File: config.mk
export PLATFORM = sky130hd
export DESIGN_NAME = bcd_tally
export DESIGN_NICKNAME = d
export VERILOG_FILES = /design/src/rtl/bcd_tally_pkg.sv /design/src/rtl/bcd_decade.sv /design/src/rtl/digit_scan.sv /design/src/rtl/bcd_tally.sv
export SDC_FILE = /design/constraint.sdc
export NUM_CORES = 1
export LEC_CHECK = 0
export ABC_CLOCK_PERIOD_IN_PS = 3300
export BUFFER_PORTS_ARGS = -buffer_cell sky130_fd_sc_hd__buf_2
export CAP_MARGIN = 25
export CORE_UTILIZATION = 45
export DETAILED_ROUTE_END_ITERATION = 8
export PLACE_DENSITY_LB_ADDON = 0.2
export SYNTH_ARGS = -nofsm -noshare
export SYNTH_HDL_FRONTEND = slang
export SYNTH_SLANG_ARGS = --single-unit
File: constraint.sdc
create_clock -name clk -period 3.3 [get_ports clk]
set_clock_uncertainty 0.15 [all_clocks]
set_input_delay 0.33 -clock clk [delete_from_list [all_inputs] [get_ports clk]]
set_output_delay 0.33 -clock clk [all_outputs]
set_load 0.05 [all_outputs]
File: src/rtl/bcd_tally_pkg.sv
package bcd_tally_pkg;
    typedef enum logic [2:0] {
        ST_IDLE,
        ST_COUNT,
        ST_DONE,
        ST_XFER,
        ST_GUARD,
        ST_ARMED
    } tally_state_e;
endpackage

File: src/rtl/bcd_decade.sv
module bcd_decade (
    input  logic       clk,
    input  logic       rst_n,
    input  logic       clr,
    input  logic       inc,
    output logic [3:0] q,
    output logic       carry
);
    assign carry = inc && (q == 4'd9);

    always_ff @(posedge clk or negedge rst_n) begin
        if (!rst_n)
            q <= 4'd0;
        else if (clr)
            q <= 4'd0;
        else if (inc)
            q <= carry ? 4'd0 : q + 4'd1;
    end
endmodule

File: src/rtl/digit_scan.sv
module digit_scan #(
    parameter int NDIG     = 4,
    parameter int SCAN_DIV = 4,
    parameter int SEL_W    = 2
) (
    input  logic                 clk,
    input  logic                 rst_n,
    input  logic [NDIG-1:0][3:0] digits,
    output logic [SEL_W-1:0]     sel,
    output logic [3:0]           bcd
);
    localparam int DIV_W = (SCAN_DIV > 1) ? $clog2(SCAN_DIV) : 1;

    logic [DIV_W-1:0] div_q;
    logic             step;

    assign step = (int'(div_q) == SCAN_DIV - 1);

    always_ff @(posedge clk or negedge rst_n) begin
        if (!rst_n) begin
            div_q <= '0;
            sel   <= '0;
        end else begin
            div_q <= step ? '0 : div_q + 1'b1;
            if (step)
                sel <= (int'(sel) == NDIG - 1) ? '0 : sel + 1'b1;
        end
    end

    always_comb begin
        bcd = 4'd0;
        for (int i = 0; i < NDIG; i++)
            if (sel == SEL_W'(i))
                bcd = digits[NDIG-1-i];
    end
endmodule

File: src/rtl/bcd_tally.sv
module bcd_tally
    import bcd_tally_pkg::*;
#(
    parameter int  NDIG     = 4,
    parameter int  HOLDOFF  = 3,
    parameter int  SCAN_DIV = 4,
    localparam int SEL_W    = (NDIG > 1) ? $clog2(NDIG) : 1
) (
    input  logic             clk,
    input  logic             rst_n,
    input  logic             tick_en,
    input  logic             rundown_start,
    input  logic             zero_det,
    input  logic             xfer_n,
    input  logic             clr_n,
    output logic [3:0]       digit_bcd,
    output logic [SEL_W-1:0] digit_sel,
    output logic             ovr_digit,
    output logic             count_ext
);
    localparam int HOLD_W = $clog2(HOLDOFF + 1);

    tally_state_e         state_q, state_d;
    logic [HOLD_W-1:0]    hold_q;
    logic [NDIG-1:0][3:0] cnt;
    logic [NDIG-1:0][3:0] lat_q;
    logic [NDIG:0]        chain;
    logic                 ovr_q, cext_q, lat_ovr_q;
    logic                 do_count, do_clear, do_latch, top_carry;

    // Decade chain: each stage increments when all lower stages roll over.
    assign chain[0]  = do_count;
    assign top_carry = chain[NDIG];

    for (genvar g = 0; g < NDIG; g++) begin : g_dec
        bcd_decade u_dec (
            .clk   (clk),
            .rst_n (rst_n),
            .clr   (do_clear),
            .inc   (chain[g]),
            .q     (cnt[g]),
            .carry (chain[g+1])
        );
    end

    // State register
    always_ff @(posedge clk or negedge rst_n) begin
        if (!rst_n)
            state_q <= ST_IDLE;
        else
            state_q <= state_d;
    end

    // Next-state logic
    always_comb begin
        state_d = state_q;
        unique case (state_q)
            ST_IDLE:  if (rundown_start) state_d = ST_COUNT;
            ST_COUNT: if (zero_det || (top_carry && ovr_q)) state_d = ST_DONE;
            ST_DONE:  if (!xfer_n) state_d = ST_XFER;
            ST_XFER:  if (xfer_n) state_d = ST_GUARD;
            ST_GUARD: begin
                if (!xfer_n)
                    state_d = ST_XFER;
                else if (int'(hold_q) == HOLDOFF - 1)
                    state_d = ST_ARMED;
            end
            ST_ARMED: begin
                if (!xfer_n)
                    state_d = ST_XFER;
                else if (!clr_n)
                    state_d = ST_IDLE;
            end
            default:  state_d = ST_IDLE;
        endcase
    end

    // Output decode
    always_comb begin
        do_count = 1'b0;
        do_clear = 1'b0;
        do_latch = 1'b0;
        unique case (state_q)
            ST_IDLE:  ;
            ST_COUNT: do_count = tick_en && !zero_det;
            ST_DONE,
            ST_XFER,
            ST_GUARD: do_latch = !xfer_n;
            ST_ARMED: begin
                do_latch = !xfer_n;
                do_clear = xfer_n && !clr_n;
            end
            default:  ;
        endcase
    end

    // Hold-off counter, ovr/extend flags and holding latches
    always_ff @(posedge clk or negedge rst_n) begin
        if (!rst_n) begin
            hold_q    <= '0;
            ovr_q     <= 1'b0;
            cext_q    <= 1'b0;
            lat_q     <= '0;
            lat_ovr_q <= 1'b0;
        end else begin
            hold_q <= (state_q == ST_GUARD && xfer_n) ? hold_q + 1'b1 : '0;
            if (do_clear) begin
                ovr_q  <= 1'b0;
                cext_q <= 1'b0;
            end else if (top_carry) begin
                if (ovr_q)
                    cext_q <= 1'b1;
                else
                    ovr_q <= 1'b1;
            end
            if (do_latch) begin
                lat_q     <= cnt;
                lat_ovr_q <= ovr_q;
            end
        end
    end

    digit_scan #(.NDIG(NDIG), .SCAN_DIV(SCAN_DIV), .SEL_W(SEL_W)) u_scan (
        .clk    (clk),
        .rst_n  (rst_n),
        .digits (lat_q),
        .sel    (digit_sel),
        .bcd    (digit_bcd)
    );

    assign ovr_digit = lat_ovr_q;
    assign count_ext = cext_q;
endmodule

==> results.yml, run 1 <==
placement:
  portBuffers: 14
  gp_congestion: 0.723
  dp.final_hpwl_mm: 2.79
  dp_cells: 293
floorplan:
  rows: 25
  core_um2: 4790
  ios: 15
  die_area_um2: 5350
  die_y_um: 73.1
  floorplan.initialDensity: 0.476
  die_w_um: 73.1
pwr:
  peakVddDrop_v: 0.000318
  comb_power_share: 0.185
  p_leak_nw: 1.19
  power.clock.fraction: 0.335
  swShare: 0.274
  p_per_area_nw_per_um2: 559
  switchingPower_uw: 394
  finalPower_mw: 1.43
  intPower_mw: 1.04
  power_frac_seq: 0.480
clock_tree:
  clkLatencyLatePin_ns: 0.30
  cts_buffers: 5
  cts.clk_slew.worst_paths_ns: 0.08
  cts_setup_buffers: 0
  tritoncts: "yes"
  h-tree-depth: 2
  cts-root-buf: "clkbuf_8"
  clk_path_buf_depth: 2
  clock_sinks: 44
routing:
  vias: 1562
  vias_per_cell: 5.17
  routed_wirelength_mm: 3.98
  dr.pass1.iters: 4
  drt_iter0_drc: 70
  drc: 0
  ant_nets: 0
  drt-wirelength-per-cell_um: 13.2
critical_path:
  crit_type: "reg -> out"
  cp.required_ns: 2.82
  path_delay_family: "flip-flops"
  startpoint_type: "register"
  crit_slowest_cell: "dfrtp_1"
  cp-end-kind: "output pin"
  cpPeakStageDelay_ns: 0.40
  cp_num_buf_inv: 2
  cp_cell_sequence: "inv_1 -> ha_1 -> nor2b_1 -> a221oi_1 -> o31ai_1 -> buf_2"
  r2r_slack_ns: 0.97
  critPathMaxFanout: 6
  critPathArrivalTime_ns: 1.87
synth:
  synth_area_um2: 2280
  synth_common_cells: "dfrtp_1 (44), nor2_1 (19), nand2_1 (18)"
  ys_seq_area_frac: 0.484
  syn-num-nets: 239
  syn_area_per_cell_um2: 10.4
  synth_warnings: 0
  synth_edf_count: 0
  synth_top_area_frac: 0.484
  synth_flop_cell: "dfrtp_1"
  synth_seq_cells: 44
  yosys.area.top_type: "dfrtp_1"
  ys_async_sr_fraction: 1.00
  yosysMostFrequentCell: "dfrtp_1"
  ys_types: 39
  synthCells: 218
  yosys-top-cells-area: "dfrtp_1 (48%), mux2_2 (8.4%), ha_1 (7.7%)"
job:
  drv_cap: 0
global_routing:
  grt_overflow: 0
  antenna_found_initial: 0
  track_usage: 0.171
  grt_max_degree: 45
  first_global_vias: 1520
  grt_pass1_wl_mm: 6.87
final_layout:
  num_antenna_cells: 0
  area_growth_pct: 12.8
  drive_gt1_frac: 0.183
  stdcell_count: 302
  fin_nets: 256
sta:
  fmax_ghz: 0.425
  finalCritPeriodShare: 0.713
  relSlewSlack: 0.584
  min_period_ns: 2.35
  rsz0062_at_grt: "no"
  setup-tns-final_ns: 0
  setup_viol_count_final: 0
  final_hold_viol_count: 0
  slew_violations: 0
  tightest_slew_ns: 0.624
status:
  status: "complete, no violations"
min_path:
  hp-class: "in -> reg"
==> state kept, by name, summed over array words and instances, names as in the netlist <==
register / count
count_ext: 1
g_dec.u_dec.q: 16
hold_q: 2
lat_q: 16
ovr_digit: 1
ovr_q: 1
state_q: 3
u_scan.div_q: 2
u_scan.sel: 2
==> what timing repair did <==
item                      CTS  global route
hold buffers                0             1
hold endpoints to repair    0            13
resized for setup           0             0
==> area by class of cell <==
cell class              instances  area, um2
repair buffers                 17        108
clock inverters                 2       60.1
fillers                       435       2220
multi-input cells             157       1110
clock buffers                   5       68.8
well taps                      67       83.8
inverters                      10       37.5
flip-flops and latches         44       1100
==> cells by family after synthesis <==
| family | Yosys count | synth area share |
|---|---|---|
| AO/OA/AOI/OAI | 41 | 0.107 |
| flip-flops | 44 | 0.484 |
| XOR/XNOR | 2 | 0.00770 |
| adder cells (fa/ha/maj) | 14 | 0.0770 |
| buffers and inverters | 17 | 0.0291 |
| multiplexers | 20 | 0.0973 |
| AND/OR/NAND/NOR | 80 | 0.198 |
==> placed cells by master (no fill, tap or decap), types with 3 or more instances in the layout <==
cell type,instances
dfrtp_1,44
nand2_1,18
mux2_2,17
a221oi_1,3
a31oi_1,3
o31ai_1,4
buf_2,14
ha_1,14
nor2_1,19
clkbuf_8,5
nor4_1,3
inv_1,10
and3b_1,3
nand3b_1,3
o21ai_0,11
mux2i_1,3
nor2b_1,5
nand3_1,6
or3_1,8
a21oi_1,15
==> through the flow <==
step                      worst slack (ns)  cell area, um2   util  hold WS [ns]
after floorplan                      0.325            2280      -        -0.116
after global placement                1.01            2410  0.503         0.264
after detailed placement             0.990            2410  0.503         0.263
after CTS                            0.913            2540  0.530        0.0793
after global routing                 0.793            2570  0.536         0.154
final                                0.946            2570  0.536         0.155
==> path summary, 6_finish.rpt <==
path / start / cells past startpoint / end
worst max register to register: state_q[2]$_DFFE_PN0P_ / 4 / g_dec[3].u_dec.q[0]$_DFFE_PN0P_
min in group asynchronous: rst_n / 2 / lat_q[15]$_DFFE_PN0P_
worst min register to register: hold_q[0]$_DFF_PN0_ / 1 / hold_q[0]$_DFF_PN0_
worst max-delay path: u_scan.sel[1]$_DFFE_PN0P_ / 6 / digit_bcd[0]
worst min-delay path: xfer_n / 2 / state_q[1]$_DFFE_PN0P_
max in group asynchronous: rst_n / 3 / g_dec[1].u_dec.q[1]$_DFFE_PN0P_
==> layer usage <==
layer  vias to the layer above  GRT usage  share of wire
met5                         -          0              0
met4                         0     0.0523         0.0058
met3                         4     0.0456          0.030
met2                        20      0.270           0.46
met1                       726      0.229           0.51
li1                        812          -              -
==> power groups by stage <==
| stage | registers (mW) | logic (mW) | clock network [mW] |
|---|---|---|---|
| 3_5_place_dp | 0.697 | 0.264 | 0 |
| 2_1_floorplan | 0.656 | 0.238 | 0 |
| 6_report | 0.689 | 0.265 | 0.481 |
| 3_3_place_gp | 0.695 | 0.263 | 0 |
| 5_1_grt | 0.700 | 0.302 | 0.508 |
| 4_1_cts | 0.687 | 0.265 | 0.490 |
Note: power is estimated with default switching activity, not from simulation.
==> run 2: changes to the inputs <==
--- a/config.mk
+++ b/config.mk
@@ -5,7 +5,8 @@
 export SDC_FILE = /design/constraint.sdc
 export NUM_CORES = 1
 export LEC_CHECK = 0
-export ABC_CLOCK_PERIOD_IN_PS = 3300
+export ABC_AREA = 1
+export ABC_CLOCK_PERIOD_IN_PS = 2460
 export BUFFER_PORTS_ARGS = -buffer_cell sky130_fd_sc_hd__buf_2
 export CAP_MARGIN = 25
 export CORE_UTILIZATION = 45
==> constraint.sdc (replaced) <==
create_clock -name clk -period 2.46 [get_ports clk]
set_clock_uncertainty 0.15 [all_clocks]
set_input_delay 0.246 -clock clk [delete_from_list [all_inputs] [get_ports clk]]
set_output_delay 0.246 -clock clk [all_outputs]
set_load 0.05 [all_outputs]
==> run 2 against run 1 <==
Wire length rose by 4.7%. Flip-flop and latch count stayed put. Core utilization fell by 0.74 points. Register-to-register slack got worse by 0.29 ns. Non-clock buffer count unchanged. Die area increased by 0.33%. Clock-buffer cell count grew 3. Setup slack lost 0.68 ns. Critical path depth is 1 higher. Global-route usage rose by 0.77 points. Final cell count increased by 17%. Critical path type unchanged. Largest cell class is now flip-flops and latches. Largest power group unchanged.
==> results.yml, run 2 <==
critical_path:
  path_delay_family: "buffers and inverters"
  cpMostUsedCell: "inv_1"
  cp.required_ns: 2.06
  crit_type: "reg -> out"
  crit_slowest_cell: "dfrtp_1"
  critPathMaxFanout: 5
  cp_num_buf_inv: 3
  cp_cell_sequence: "inv_1 -> ha_1 -> inv_1 -> nand3_1 -> a21o_1 -> a21oi_2 -> buf_2"
  r2r_slack_ns: 0.68
  cpPeakStageDelay_ns: 0.40
  critPathArrivalTime_ns: 1.80
  cp-end-kind: "output pin"
  startpoint_type: "register"
floorplan:
  die_area_um2: 5360
  die_y_um: 73.2
  core_um2: 4820
  rows: 25
  die_w_um: 73.2
  ios: 15
  floorplan.initialDensity: 0.474
sta:
  rsz0062_at_grt: "no"
  finalCritPeriodShare: 0.893
  relSlewSlack: 0.754
  setup_viol_count_final: 0
  fmax_ghz: 0.455
  final_hold_viol_count: 0
  layout_setup_ws_ns: 0.264
  setup-tns-final_ns: 0
  slew_violations: 0
  min_period_ns: 2.20
  tightest_slew_ns: 0.369
clock_tree:
  cts_buffers: 5
  cts_setup_buffers: 0
  clock_sinks: 44
  clk_path_buf_depth: 2
  cts-root-buf: "clkbuf_8"
  cts.clk_slew.worst_paths_ns: 0.08
  tritoncts: "yes"
  ctsHoldBuffers: 1
  clkLatencyLatePin_ns: 0.29
  cts.repair.resized: 0
  h-tree-depth: 2
final_layout:
  final_cell_mix: "nand2_1 (51), dfrtp_1 (44), inv_1 (34)"
  num_antenna_cells: 0
  final_common_cell: "nand2_1"
  drive_gt1_frac: 0.161
  fin_nets: 306
  n_fill_cell: 479
  area_growth_pct: 11.6
  top_regs: "g_dec.u_dec.q: 16 flops, lat_q: 16 flops, state_q: 3 flops"
synth:
  synth_seq_cells: 44
  synth_flop_cell: "dfrtp_1"
  yosys-top-cells-area: "dfrtp_1 (48%), nand2_1 (8.4%), ha_1 (7.7%)"
  syn_area_per_cell_um2: 8.62
  synth_area_um2: 2280
  synth_top_area_frac: 0.482
  synth_common_cells: "nand2_1 (51), dfrtp_1 (44), inv_1 (34)"
  yosysMostFrequentCell: "nand2_1"
  ys_async_sr_fraction: 1.00
  synthCells: 265
  synth_edf_count: 0
  synth_warnings: 0
  syn-num-nets: 286
  ys_types: 29
  yosys.area.top_type: "dfrtp_1"
  ys_seq_area_frac: 0.482
routing:
  ant_nets: 0
  topRoutingLayerUsed: "met4"
  drt-wirelength-per-cell_um: 11.8
  met3_length_um: 106
  drt_iter0_drc: 111
  routed_wirelength_mm: 4.16
  vias: 1722
  dr.pass1.iters: 4
  wl_met1_mm: 2.11
  vias_per_cell: 4.88
  wl_met2_mm: 1.91
  drc: 0
placement:
  dp.final_hpwl_mm: 3.20
  place_ws_ns: 0.602
  gp_congestion: 0.850
  portBuffers: 14
job:
  drv_cap: 0
global_routing:
  antenna_found_initial: 0
  grt_overflow: 0
  grt_pass1_wl_mm: 7.22
  track_usage: 0.178
  first_global_vias: 1622
  grt_max_degree: 30
pwr:
  peakVddDrop_v: 0.000515
  p_leak_nw: 1.27
  switchingPower_mw: 1.20
  power_frac_seq: 0.432
  swShare: 0.419
  p_per_area_nw_per_um2: 1120
  power.clock.fraction: 0.160
  intPower_mw: 1.66
  comb_power_share: 0.409
status:
  status: "complete, no violations"
min_path:
  hp-class: "in -> reg"
run 2: kinds of logic (layout without fill, tap and decap cells):
family | Yosys count | in the layout | share of synthesized area
AND/OR/NAND/NOR | 109 | 109 | 0.224
multiplexers | 1 | 1 | 0.00493
flip-flops | 44 | 44 | 0.482
adder cells (fa/ha/maj) | 14 | 14 | 0.0767
buffers and inverters | 41 | 62 | 0.0696
AO/OA/AOI/OAI | 52 | 52 | 0.127
XOR/XNOR | 4 | 4 | 0.0153
run 2: cell type report:
cell class	count	area [um2]	area share
Inverter	37	140	0.0550
Sequential cell	44	1100	0.432
Timing Repair Buffer	17	95.1	0.0373
Clock buffer	8	90.1	0.0353
Tap cell	67	83.8	0.0329
Multi-Input combinational cell	180	1040	0.407
run 2: power by group through the flow:
stage	logic, mW	registers (mW)	clock network [mW]
2_1_floorplan	0.907	1.25	0
3_3_place_gp	1.17	1.24	0
3_5_place_dp	1.18	1.25	0
4_1_cts	1.19	1.24	0.475
5_1_grt	1.35	1.27	0.500
6_report	1.17	1.24	0.457
run 2: path summary, 6_finish.rpt:
path	start	end	cells past startpoint
hold reg to reg	hold_q[0]$_DFF_PN0_	hold_q[0]$_DFF_PN0_	1
min in group asynchronous	rst_n	g_dec[3].u_dec.q[3]$_DFFE_PN0P_	2
setup / recovery	u_scan.sel[1]$_DFFE_PN0P_	digit_bcd[3]	7
max in group asynchronous	rst_n	lat_q[0]$_DFFE_PN0P_	3
setup reg to reg	g_dec[1].u_dec.q[1]$_DFFE_PN0P_	state_q[1]$_DFFE_PN0P_	11
hold / removal	xfer_n	state_q[2]$_DFFE_PN0P_	3
run 2: worst register-to-register path, stage by stage, from the launching register on:
cell and delay [ns]:
dfrtp_1 0.38, inv_1 0.11, ha_1 0.15, nand2_1 0.05
nor2_1 0.22, nand3_4 0.12, nor2_4 0.14, nand3_2 0.10
nand2_2 0.10, nand2_2 0.06, nand2_1 0.06, nand2_1 0.04
run 2: metrics by stage:
stage | hold slack (ns) | instance area [um2] | util | cells | total power [mW]
5_1_grt | 0.115 | 2550 | 0.529 | 353 | 3.12
6_report | 0.0993 | 2550 | 0.529 | 353 | 2.86
2_1_floorplan | -0.200 | 2300 | - | 265 | 2.15
3_3_place_gp | 0.0276 | 2450 | 0.508 | 344 | 2.41
3_5_place_dp | 0.0271 | 2450 | 0.508 | 344 | 2.43
4_1_cts | 0.0875 | 2550 | 0.529 | 353 | 2.90
run 2: layer usage:
metal	up-vias	GRT usage
li1	900	-
met1	799	0.233
met2	18	0.294
met3	5	0.0373
met4	0	0.0588
met5	-	0
==> run 3: changes to the inputs <==
--- a/config.mk
+++ b/config.mk
@@ -9,6 +9,8 @@
 export ABC_CLOCK_PERIOD_IN_PS = 2460
 export BUFFER_PORTS_ARGS = -buffer_cell sky130_fd_sc_hd__buf_2
 export CAP_MARGIN = 25
+export CELL_PAD_IN_SITES_DETAIL_PLACEMENT = 1
+export CELL_PAD_IN_SITES_GLOBAL_PLACEMENT = 1
 export CORE_UTILIZATION = 45
 export DETAILED_ROUTE_END_ITERATION = 8
 export PLACE_DENSITY_LB_ADDON = 0.2
==> run 3 against run 2 <==
Non-clock buffer count did not move. Die area stayed put. Setup slack got worse by 0.026 ns. Sequential power is essentially flat. Clock power rose by 2%. Global-route usage rose by 3.0 points. Clock-buffer cell count stayed put. Largest cell class unchanged. Final cell count unchanged. Critical path depth unchanged. Highest routed layer unchanged.
==> results.yml, run 3 (synthesized netlist as in run 2, its figures left out) <==
status:
  status: "complete, no violations"
routing:
  drc: 0
  dr.pass1.iters: 4
  ant_nets: 0
  drt_iter0_drc: 76
  vias: 1791
  drt-wirelength-per-cell_um: 13.5
  vias_per_cell: 5.07
  routed_wirelength_mm: 4.76
placement:
  dp_cells: 344
  place_ws_ns: 0.524
  portBuffers: 14
  dp.final_hpwl_mm: 3.60
  gp_congestion: 0.834
global_routing:
  antenna_found_initial: 0
  grt_overflow: 0
  track_usage: 0.208
  grt_pass1_wl_mm: 8.31
  grt_max_degree: 45
  first_global_vias: 1835
sta:
  relSlewSlack: 0.624
  rsz0062_at_grt: "no"
  setup_viol_count_final: 0
  final_hold_viol_count: 0
  min_period_ns: 2.22
  slew_violations: 0
  finalCritPeriodShare: 0.903
  setup-tns-final_ns: 0
  layout_setup_ws_ns: 0.238
  tightest_slew_ns: 0.564
  fmax_ghz: 0.450
job:
  drv_cap: 0
floorplan:
  die_area_um2: 5360
  rows: 25
  floorplan.initialDensity: 0.474
  ios: 15
  die_w_um: 73.2
  core_um2: 4820
  die_y_um: 73.2
pwr:
  peakVddDrop_v: 0.000492
  finalPower_mw: 2.92
  p_per_area_nw_per_um2: 1140
  p_leak_nw: 1.27
clock_tree:
  clkLatencyLatePin_ns: 0.30
  h-tree-depth: 2
  clk_path_buf_depth: 2
  cts-root-buf: "clkbuf_8"
  cts_buffers: 5
  cts.repair.resized: 0
  cts.clk_slew.worst_paths_ns: 0.08
  tritoncts: "yes"
  clock_sinks: 44
critical_path:
  reg2reg_to: "lat_q[6]$_DFFE_PN0P_"
  startpoint_type: "register"
  cp-end-kind: "output pin"
  critPathMaxFanout: 5
  crit_type: "reg -> out"
  setup.worst_path.start: "u_scan.sel[1]$_DFFE_PN0P_"
  crit_end: "digit_bcd[3]"
  worstRegToRegCells: 8
  critPathArrivalTime_ns: 1.83
  cp.required_ns: 2.06
  r2r_slack_ns: 0.58
  r2r_start: "state_q[1]$_DFFE_PN0P_"
final_layout:
  fin_nets: 306
  drive_gt1_frac: 0.161
  top_regs: "g_dec.u_dec.q: 16 flops, lat_q: 16 flops, state_q: 3 flops"
  num_antenna_cells: 0
  area_growth_pct: 11.6
  n_fill_cell: 614
  stdcell_count: 353
  final_common_cell: "nand2_1"
  final_cell_mix: "nand2_1 (51), dfrtp_1 (44), inv_1 (34)"
min_path:
  hp-class: "in -> reg"
run 3: final cells by class:
type / instances / area (um2) / area share
Sequential cell: 44 / 1100 / 0.432
Multi-Input combinational cell: 180 / 1040 / 0.407
Inverter: 37 / 140 / 0.0550
Timing Repair Buffer: 17 / 95.1 / 0.0373
Clock buffer: 8 / 90.1 / 0.0353
Tap cell: 67 / 83.8 / 0.0329
run 3: worst max-delay path: stages, from the launching register on:
cell	delay, ns
dfrtp_1	0.40
inv_1	0.09
ha_1	0.24
inv_1	0.12
nand3_1	0.10
a21o_1	0.19
a21oi_2	0.11
buf_2	0.27
run 3: power by group:
part | internal, mW | total [mW] | switching [mW]
sequential | 1.02 | 1.24 | 0.220
clock | 0.229 | 0.465 | 0.236
combinational | 0.415 | 1.21 | 0.796
total | 1.66 | 2.92 | 1.25
run 3: worst min-delay path by stage:
stage / startpoint / end / cells after the start
floorplan: rst_n / count_ext$_DFFE_PN0P_ / 0
global placement: rst_n / u_scan.div_q[0]$_DFF_PN0_ / 2
detailed placement: rst_n / u_scan.div_q[1]$_DFF_PN0_ / 2
CTS: clr_n / state_q[2]$_DFFE_PN0P_ / 3
global route: xfer_n / state_q[2]$_DFFE_PN0P_ / 3
finish: clr_n / state_q[2]$_DFFE_PN0P_ / 3
run 3: per-layer routing:
metal,vias up,GRT usage,part of all wire
li1,895,-,-
met1,871,0.249,0.46
met2,20,0.366,0.49
met3,5,0.0331,0.025
met4,0,0.0915,0.016
met5,-,0,0
run 3: what timing repair did:
| action | CTS | global route |
|---|---|---|
| endpoints found under the hold margin | 44 | 0 |
| buffers inserted | 0 | 0 |
| hold buffers | 1 | 0 |
run 3: through the flow:
| step | utilization | hold slack (ns) | area [um2] |
|---|---|---|---|
| 6_report | 0.529 | 0.0960 | 2550 |
| 5_1_grt | 0.529 | 0.109 | 2550 |
| 4_1_cts | 0.529 | 0.0773 | 2550 |
| 3_5_place_dp | 0.508 | 0.214 | 2450 |
| 3_3_place_gp | 0.508 | 0.208 | 2450 |
| 2_1_floorplan | - | -0.200 | 2300 |
